### config.mk
export PLATFORM = sky130hd
export DESIGN_NAME = irq_sequencer
export DESIGN_NICKNAME = d
export VERILOG_FILES = /design/src/rtl/irq_seq_pkg.sv /design/src/rtl/irq_prio_pick.sv /design/src/rtl/irq_vec_table.sv /design/src/rtl/irq_ctrl_stack.sv /design/src/rtl/irq_sequencer.sv
export SDC_FILE = /design/constraint.sdc
export NUM_CORES = 1
export LEC_CHECK = 0
export BUFFER_PORTS_ARGS = -buffer_cell sky130_fd_sc_hd__buf_2
export CAP_MARGIN = 40
export CORE_UTILIZATION = 32
export CTS_BUF_LIST = sky130_fd_sc_hd__clkbuf_16
export DETAILED_ROUTE_END_ITERATION = 16
export SLEW_MARGIN = 20
export SYNTH_ARGS = -nofsm -noshare
export SYNTH_HDL_FRONTEND = slang
export SYNTH_HIERARCHICAL = 1
export SYNTH_SLANG_ARGS = --single-unit
### constraint.sdc
create_clock -name clk -period 3.92 [get_ports clk]
set_clock_uncertainty 0.1 [all_clocks]
set_input_delay 0.392 -clock clk [delete_from_list [all_inputs] [get_ports clk]]
set_output_delay 0.392 -clock clk [all_outputs]
set_load 0.02 [all_outputs]
### src/rtl/irq_seq_pkg.sv
package irq_seq_pkg;
   // action taken at one instruction boundary
   typedef enum logic [2:0] {
      ACT_NONE   = 3'd0,
      ACT_ENTER  = 3'd1,
      ACT_RETURN = 3'd2,
      ACT_OVF    = 3'd3,
      ACT_UNF    = 3'd4
   } seq_act_e;
endpackage

### src/rtl/irq_prio_pick.sv
module irq_prio_pick #(
   parameter int N  = 4,
   parameter int IW = 2
) (
   input  logic [N-1:0]  req,
   output logic          valid,
   output logic [IW-1:0] idx
);
   always_comb begin
      valid = 1'b0;
      idx   = '0;
      // scan from the top down so the lowest index is the last one written
      for (int i = N - 1; i >= 0; i--) begin
         if (req[i]) begin
            valid = 1'b1;
            idx   = IW'(i);
         end
      end
   end
endmodule

### src/rtl/irq_vec_table.sv
module irq_vec_table #(
   parameter int N  = 4,
   parameter int AW = 12,
   parameter int IW = 2
) (
   input  logic          clk,
   input  logic          rst_n,
   input  logic          we,
   input  logic [IW-1:0] widx,
   input  logic [AW-1:0] wdata,
   input  logic [IW-1:0] ridx,
   output logic [AW-1:0] rdata
);
   logic [AW-1:0] ent [N];

   for (genvar g = 0; g < N; g++) begin : g_ent
      always_ff @(posedge clk) begin
         if (!rst_n)
            ent[g] <= '0;
         else if (we && (widx == IW'(g)))
            ent[g] <= wdata;
      end
   end

   assign rdata = ent[ridx];
endmodule

### src/rtl/irq_ctrl_stack.sv
module irq_ctrl_stack #(
   parameter int W     = 23,
   parameter int DEPTH = 2
) (
   input  logic         clk,
   input  logic         rst_n,
   input  logic         push,
   input  logic         pop,
   input  logic [W-1:0] din,
   output logic [W-1:0] dout,
   output logic         full,
   output logic         empty
);
   localparam int CW = $clog2(DEPTH + 1);
   localparam int IW = (DEPTH > 1) ? $clog2(DEPTH) : 1;

   logic [W-1:0]  mem [DEPTH];
   logic [CW-1:0] cnt;
   logic [IW-1:0] top_idx;

   assign full    = (cnt == CW'(DEPTH));
   assign empty   = (cnt == '0);
   assign top_idx = IW'(cnt - CW'(1));
   assign dout    = empty ? '0 : mem[top_idx];

   for (genvar g = 0; g < DEPTH; g++) begin : g_slot
      always_ff @(posedge clk) begin
         if (!rst_n)
            mem[g] <= '0;
         else if (push && !full && (cnt == CW'(g)))
            mem[g] <= din;
      end
   end

   always_ff @(posedge clk) begin
      if (!rst_n)
         cnt <= '0;
      else if (push && !full)
         cnt <= cnt + CW'(1);
      else if (pop && !empty)
         cnt <= cnt - CW'(1);
   end
endmodule

### src/rtl/irq_sequencer.sv
module irq_sequencer
   import irq_seq_pkg::*;
#(
   parameter int NUM_SRC   = 4,
   parameter int PC_W      = 12,
   parameter int PSW_W     = 8,
   parameter int STK_DEPTH = 2,
   localparam int SIDX_W   = (NUM_SRC > 1) ? $clog2(NUM_SRC) : 1,
   localparam int LVL_W    = $clog2(NUM_SRC + 1)
) (
   input  logic               clk,
   input  logic               rst_n,
   input  logic               nest_mode,
   input  logic [NUM_SRC-1:0] irq_req,
   input  logic               insn_done,
   input  logic               rti,
   input  logic [PC_W-1:0]    next_pc,
   input  logic [PSW_W-1:0]   cur_psw,
   input  logic               vec_we,
   input  logic [SIDX_W-1:0]  vec_idx,
   input  logic [PC_W-1:0]    vec_data,
   output logic [NUM_SRC-1:0] irq_ack,
   output logic               pc_load,
   output logic [PC_W-1:0]    pc_val,
   output logic               psw_load,
   output logic [PSW_W-1:0]   psw_val,
   output logic [LVL_W-1:0]   svc_lvl,
   output logic               err_ovf,
   output logic               err_unf
);
   localparam int FW = PC_W + PSW_W + LVL_W;
   localparam logic [LVL_W-1:0] IDLE = LVL_W'(NUM_SRC);

   if (NUM_SRC < 1) begin : g_bad_src
      $error("NUM_SRC must be at least 1");
   end
   if (STK_DEPTH < 1) begin : g_bad_depth
      $error("STK_DEPTH must be at least 1");
   end
   if (PC_W < 1 || PSW_W < 1) begin : g_bad_width
      $error("PC_W and PSW_W must be positive");
   end

   logic              pick_vld;
   logic [SIDX_W-1:0] pick_idx;
   logic [PC_W-1:0]   vec_addr;
   logic [FW-1:0]     frm_in, frm_out;
   logic              stk_full, stk_empty;
   logic              eligible;
   seq_act_e          act;

   irq_prio_pick #(.N(NUM_SRC), .IW(SIDX_W)) i_pick (
      .req   (irq_req),
      .valid (pick_vld),
      .idx   (pick_idx)
   );

   irq_vec_table #(.N(NUM_SRC), .AW(PC_W), .IW(SIDX_W)) i_vec (
      .clk   (clk),
      .rst_n (rst_n),
      .we    (vec_we),
      .widx  (vec_idx),
      .wdata (vec_data),
      .ridx  (pick_idx),
      .rdata (vec_addr)
   );

   assign frm_in = {next_pc, cur_psw, svc_lvl};

   irq_ctrl_stack #(.W(FW), .DEPTH(STK_DEPTH)) i_stk (
      .clk   (clk),
      .rst_n (rst_n),
      .push  (act == ACT_ENTER),
      .pop   (act == ACT_RETURN),
      .din   (frm_in),
      .dout  (frm_out),
      .full  (stk_full),
      .empty (stk_empty)
   );

   // sequential: only while idle; nested: strictly higher priority than current
   always_comb begin
      if (nest_mode)
         eligible = pick_vld && (LVL_W'(pick_idx) < svc_lvl);
      else
         eligible = pick_vld && (svc_lvl == IDLE);
   end

   always_comb begin
      act = ACT_NONE;
      if (insn_done) begin
         if (rti)
            act = stk_empty ? ACT_UNF : ACT_RETURN;
         else if (eligible)
            act = stk_full ? ACT_OVF : ACT_ENTER;
      end
   end

   always_ff @(posedge clk) begin
      if (!rst_n) begin
         irq_ack  <= '0;
         pc_load  <= 1'b0;
         pc_val   <= '0;
         psw_load <= 1'b0;
         psw_val  <= '0;
         svc_lvl  <= IDLE;
         err_ovf  <= 1'b0;
         err_unf  <= 1'b0;
      end else begin
         irq_ack  <= '0;
         pc_load  <= 1'b0;
         psw_load <= 1'b0;
         case (act)
            ACT_ENTER: begin
               irq_ack <= NUM_SRC'(1) << pick_idx;
               pc_load <= 1'b1;
               pc_val  <= vec_addr;
               svc_lvl <= LVL_W'(pick_idx);
            end
            ACT_RETURN: begin
               pc_load  <= 1'b1;
               pc_val   <= frm_out[FW-1 -: PC_W];
               psw_load <= 1'b1;
               psw_val  <= frm_out[LVL_W +: PSW_W];
               svc_lvl  <= frm_out[LVL_W-1:0];
            end
            ACT_OVF: err_ovf <= 1'b1;
            ACT_UNF: err_unf <= 1'b1;
            default: ;
         endcase
      end
   end
endmodule

### After elaboration in Yosys (flattened, before gate mapping)

Memories as Yosys holds them, arrays and structs flattened.
Cells that the tools add are included.

| storage, ports and cells | value |
|---|---|
| word-level logic and storage cells | 95 |
| input bits | 44 |
| memory bits (writable) | 94 |
| output and inout bits | 31 |
| flip-flop bits (word level) | 33 |
| memories kept | 2 |

| operators by class | value |
|---|---|
| mux-type cells | 46 |
| shift-type cells | 1 |
| $lt $le $gt $ge | 1 |
| bitwise gates (word level) | 6 |
| add/sub/neg operators | 2 |
| equal/unequal tests | 10 |
| reduce and logical (&&, ||, !) cells | 18 |

Memories:

| name | depth | bits a word | read ports | clocked after Yosys merged registers in | wr ports | line | source |
|---|---|---|---|---|---|---|---|
| i_vec.ent | 4 | 12 | 1 | 0 | 4 | irq_vec_table.sv:14 | `logic [AW-1:0] ent [N];` |
| i_stk.mem | 2 | 23 | 1 | 0 | 2 | irq_ctrl_stack.sv:17 | `logic [W-1:0] mem [DEPTH];` |

Operators with widths:

| cell | number |
|---|---|
| 2-to-1 mux 23 bit | 3 |
| 2-to-1 mux 12 bit | 4 |
| 2-to-1 mux 1 bit | 26 |
| case mux 12 bit (2 select lines) | 1 |
| 2-to-1 mux 2 bit | 8 |
| logical AND 1 bit | 10 |
| 2-to-1 mux 3 bit | 3 |
| equality test 2 bit (second input constant) | 3 |
| equality test 3 x 2 -> 1 bit (second input constant) | 2 |
| equality test 3 bit (second input constant) | 2 |
| OR 1 bit | 6 |
| case mux 3 bit (2 select lines) | 1 |
| equality test 2 x 1 -> 1 bit (second input constant) | 2 |
| logical NOT 2 bit | 2 |
| nonzero test 2 bit | 2 |
| left shift 1 x 2 -> 4 bit (first input constant) | 1 |
| equality test 3 x 1 -> 1 bit (second input constant) | 1 |
| < comparator 2 x 3 -> 1 bit | 1 |
| adder 2 x 1 -> 2 bit (second input constant) | 1 |
| logical NOT 1 bit | 2 |
| AND reduction 2 bit | 1 |
| OR reduction 2 bit | 1 |
| subtractor 2 x 1 -> 2 bit (second input constant) | 1 |

### Longest topological paths before layout

| logic depth | value |
|---|---|
| depth in word-level cells | 17 |
| gate-level depth with buffers | 12 |
| depth with buffers taken out | 10 |

### Modules after synthesis

The synthesis kept the hierarchy.

By module, submodules not included:

| module | times used | area each (sq um) | sequential area each (sq um) | cells each |
|---|---|---|---|---|
| irq_ctrl_stack | 1 | 2282.2 | 1421.4 | 171 |
| irq_vec_table | 1 | 2130.8 | 1441.4 | 125 |
| irq_sequencer | 1 | 1352.5 | 620.6 | 151 |
| irq_prio_pick | 1 | 35.0 | 0.0 | 7 |

### Worst setup path after synthesis

OpenSTA, ideal clock, no wires.

| timing path | value |
|---|---|
| path type | in2reg |
| from | input port irq_req[0] |
| to | memory i_stk.mem[0][0], enable pin |
| path slack | 772 ps |
| cell stages on the path | 10 |
| arrival | 2668 ps |
| setup time | 380 ps |
| buffers on the path | 1 |
| required time | 3440 ps |
| cell sequence | nor3_1 > ha_1 > nand2b_1 > o22ai_1 > or2_1 > buf_6 > inv_2 > nor2b_4 > nand2_1 > nand2_1 |

RTL lines:

| element | line | source |
|---|---|---|
| start: declaration | irq_sequencer.sv:14 | `input logic [NUM_SRC-1:0] irq_req,` |
| end: declaration | irq_ctrl_stack.sv:17 |  |

==> flow_metrics.tcl <==
set metrics [dict create \
    outcome "completed" \
    vias_per_cell 4.84 \
    min_period_ps 3150 \
    path_class "flop to flop" \
    leakage_uw 0.00266 \
    crit_fanout 16 \
    htree_levels 4 \
    clk_latency_ps 410 \
    fmax_ghz 0.318 \
    synth_area_leader_cell "edfxtp_1" \
    synth_top_family_by_area "simple AND/OR/NAND/NOR gates" \
    post-dp-hpwl_mm 8.64 \
    cts_buffers 17 \
    finalHoldViolCount 0 \
    rows 48 \
    synth.most_common_cell "and2_1" \
    die-area_um2 18700 \
    holdBufCountCts 0 \
    slew_viol_final 0 \
    synth_area_leaders "edfxtp_1 49%, dfxtp_1 11%, and2_1 10%" \
    cp.arrival_ps 3140 \
    synth_compound_area_share_pct 6.51 \
    clock_sinks 127 \
    grt-ovfl-total 0 \
    antenna_found_initial 0 \
    grt_max_degree 48 \
    setup_violations 0 \
    synth_fp_nets 502 \
    fin_nets 579 \
    synth.area.mux_share_pct 9.02 \
    synth_enable_flop_cells 94 \
    synth_warnings 6 \
    via_count 3717 \
    post_cts_resized 0 \
    drive_above_1_share_pct 26.0 \
    wl_per_cell_um 17.0 \
    endpoint_kind "flop" \
    period_share_pct 80.3 \
    synth_fa_ha_area_share_pct 0.863 \
    post-cts-setup-buffers 0 \
    yosys.area_share.xor_xnor_pct 0 \
    core_area_um2 17500 \
    finalWirelength_mm 13.0 \
    portBuffers 74 \
    synthesis.area_um2 5800 \
    synthTopCellsByCount "95 x and2_1, 94 x edfxtp_1, 37 x nor2_1" \
    cts_tree "yes" \
    cp.required_ps 3920 \
    pin_count 75 \
    clk_pin_slew_worst_paths_ps 60 \
    yosysSeqAreaShare_pct 60.1 \
    antennaDiodeCount 0 \
    grt_pass1_vias 3687 \
    cap_violations 0 \
    relSlewSlack_pct 47.8 \
    synthArstFlopShare_pct 0 \
    die_h_um 137 \
    finalSetupTns_ps 0 \
    drtAntennaViolNets 0 \
    syn_inst 454 \
    power.density_nw_per_um2 499 \
    grtUsageTotal_pct 14.9 \
    synthSimpleGateAreaFrac_pct 19.8 \
    die_x_um 137 \
    syn2layout_area_growth_pct 19.7 \
    rsz0062_at_grt "no" \
    synth_top_area_share_pct 48.7 \
    worstMarginPinSlew_ps 783 \
    place_congestion 0.719 \
    ys_types 51 \
    max-clock-path-buffers 2 \
    root_buffer "clkbuf_16" \
    syn_area_per_cell_um2 12.8 \
    ir_drop_mv 0.301 \
    synth_flop_cell "edfxtp_1" \
    grt_pass1_wl_mm 20.3 \
    synth_seq_cells 127 \
    drtIter0Drc 178 \
    hold_path_class "primary input to flop" \
    first_pass_iters 4 \
    remaining_drc_errors 0 \
    whs_ps 170 \
    initial_core_util_pct 33.2 \
    cp-start-kind "flop" \
]
-- per-stage QoR --
stage / util, % / instances / area (um2) / total power, uW / setup slack (ps)
2_1_floorplan: - / 454 / 5800 / 1850 / 772
4_1_cts: 39.7 / 768 / 6940 / 3500 / 781
5_1_grt: 39.7 / 768 / 6940 / 3600 / 578
3_3_place_gp: 36.5 / 737 / 6380 / 1970 / 881
3_5_place_dp: 36.5 / 737 / 6380 / 1990 / 808
6_report: 39.7 / 768 / 6940 / 3470 / 774
-- state kept, by name, indices dropped and copies added, names as in the netlist --
signal     cells
pc_val        12
psw_val        8
err_unf        1
svc_lvl        3
psw_load       1
i_stk/cnt      2
pc_load        1
i_stk/mem     46
err_ovf        1
i_vec/ent     48
irq_ack        4
-- cell families (layout without fill, tap and decap cells) --
kind of cell | after synthesis | count (layout)
AOI/OAI and AO/OA | 48 | 48
adders and majority gates | 4 | 4
buffers and inverters | 38 | 127
DFF | 127 | 127
muxes | 36 | 36
and+or+nand+nor | 201 | 201
-- where the power goes --
| part | total (uW) | switching (uW) | internal [uW] |
|---|---|---|---|
| Combinational | 377 | 231 | 146 |
| Sequential | 1580 | 36.0 | 1540 |
| Clock | 1510 | 536 | 973 |
| Total | 3470 | 803 | 2660 |
-- worst paths after layout --
path | startpoint | end | slack, ps | cells after the start
worst max-delay path | i_stk/cnt[0] | i_stk/mem[1][20] | 770 | 9
worst min-delay path | next_pc[11] | i_stk/mem[1][22] | 170 | 2
worst max register to register | i_stk/cnt[0] | i_stk/mem[1][20] | 770 | 9
worst min register to register | psw_val[4] | psw_val[4] | 360 | 2
-- cell usage in the layout (no fill, tap or decap), drive strengths merged, types with 17 or more instances in the layout --
cell type / count
and2: 95
edfxtp: 94
buf: 88
nor2: 37
dfxtp: 33
nand2: 25
mux2i: 23
o21ai: 17
clkbuf: 17
-- per-layer routing --
metal / part of all wire [%] / global-route usage (%) / vias to the layer above / wire length, um
met5: 0 / 0 / - / 0
met4: 1.3 / 6.17 / 0 / 174
met3: 5.2 / 4.19 / 11 / 680
met2: 51 / 25.0 / 96 / 6680
met1: 42 / 18.0 / 1825 / 5490
li1: - / - / 1785 / -
-- worst max-delay path: stages (launching register included) --
cell     delay, ps
dfxtp_1        320
inv_1           80
ha_1           270
or3_1          660
or2_1          340
inv_2           90
nor2b_4        240
nand2_1         80
nand2_1        320
buf_4          330
-- area by class of cell --
cell class / count / area (um2)
Fill cell: 1632 / 10500
Sequential cell: 127 / 3480
Multi-Input combinational cell: 289 / 2110
Timing Repair Buffer: 88 / 475
Clock buffer: 17 / 425
Tap cell: 225 / 282
Clock inverter: 14 / 138
Inverter: 8 / 30.0
(Power assumes the default switching activity.)
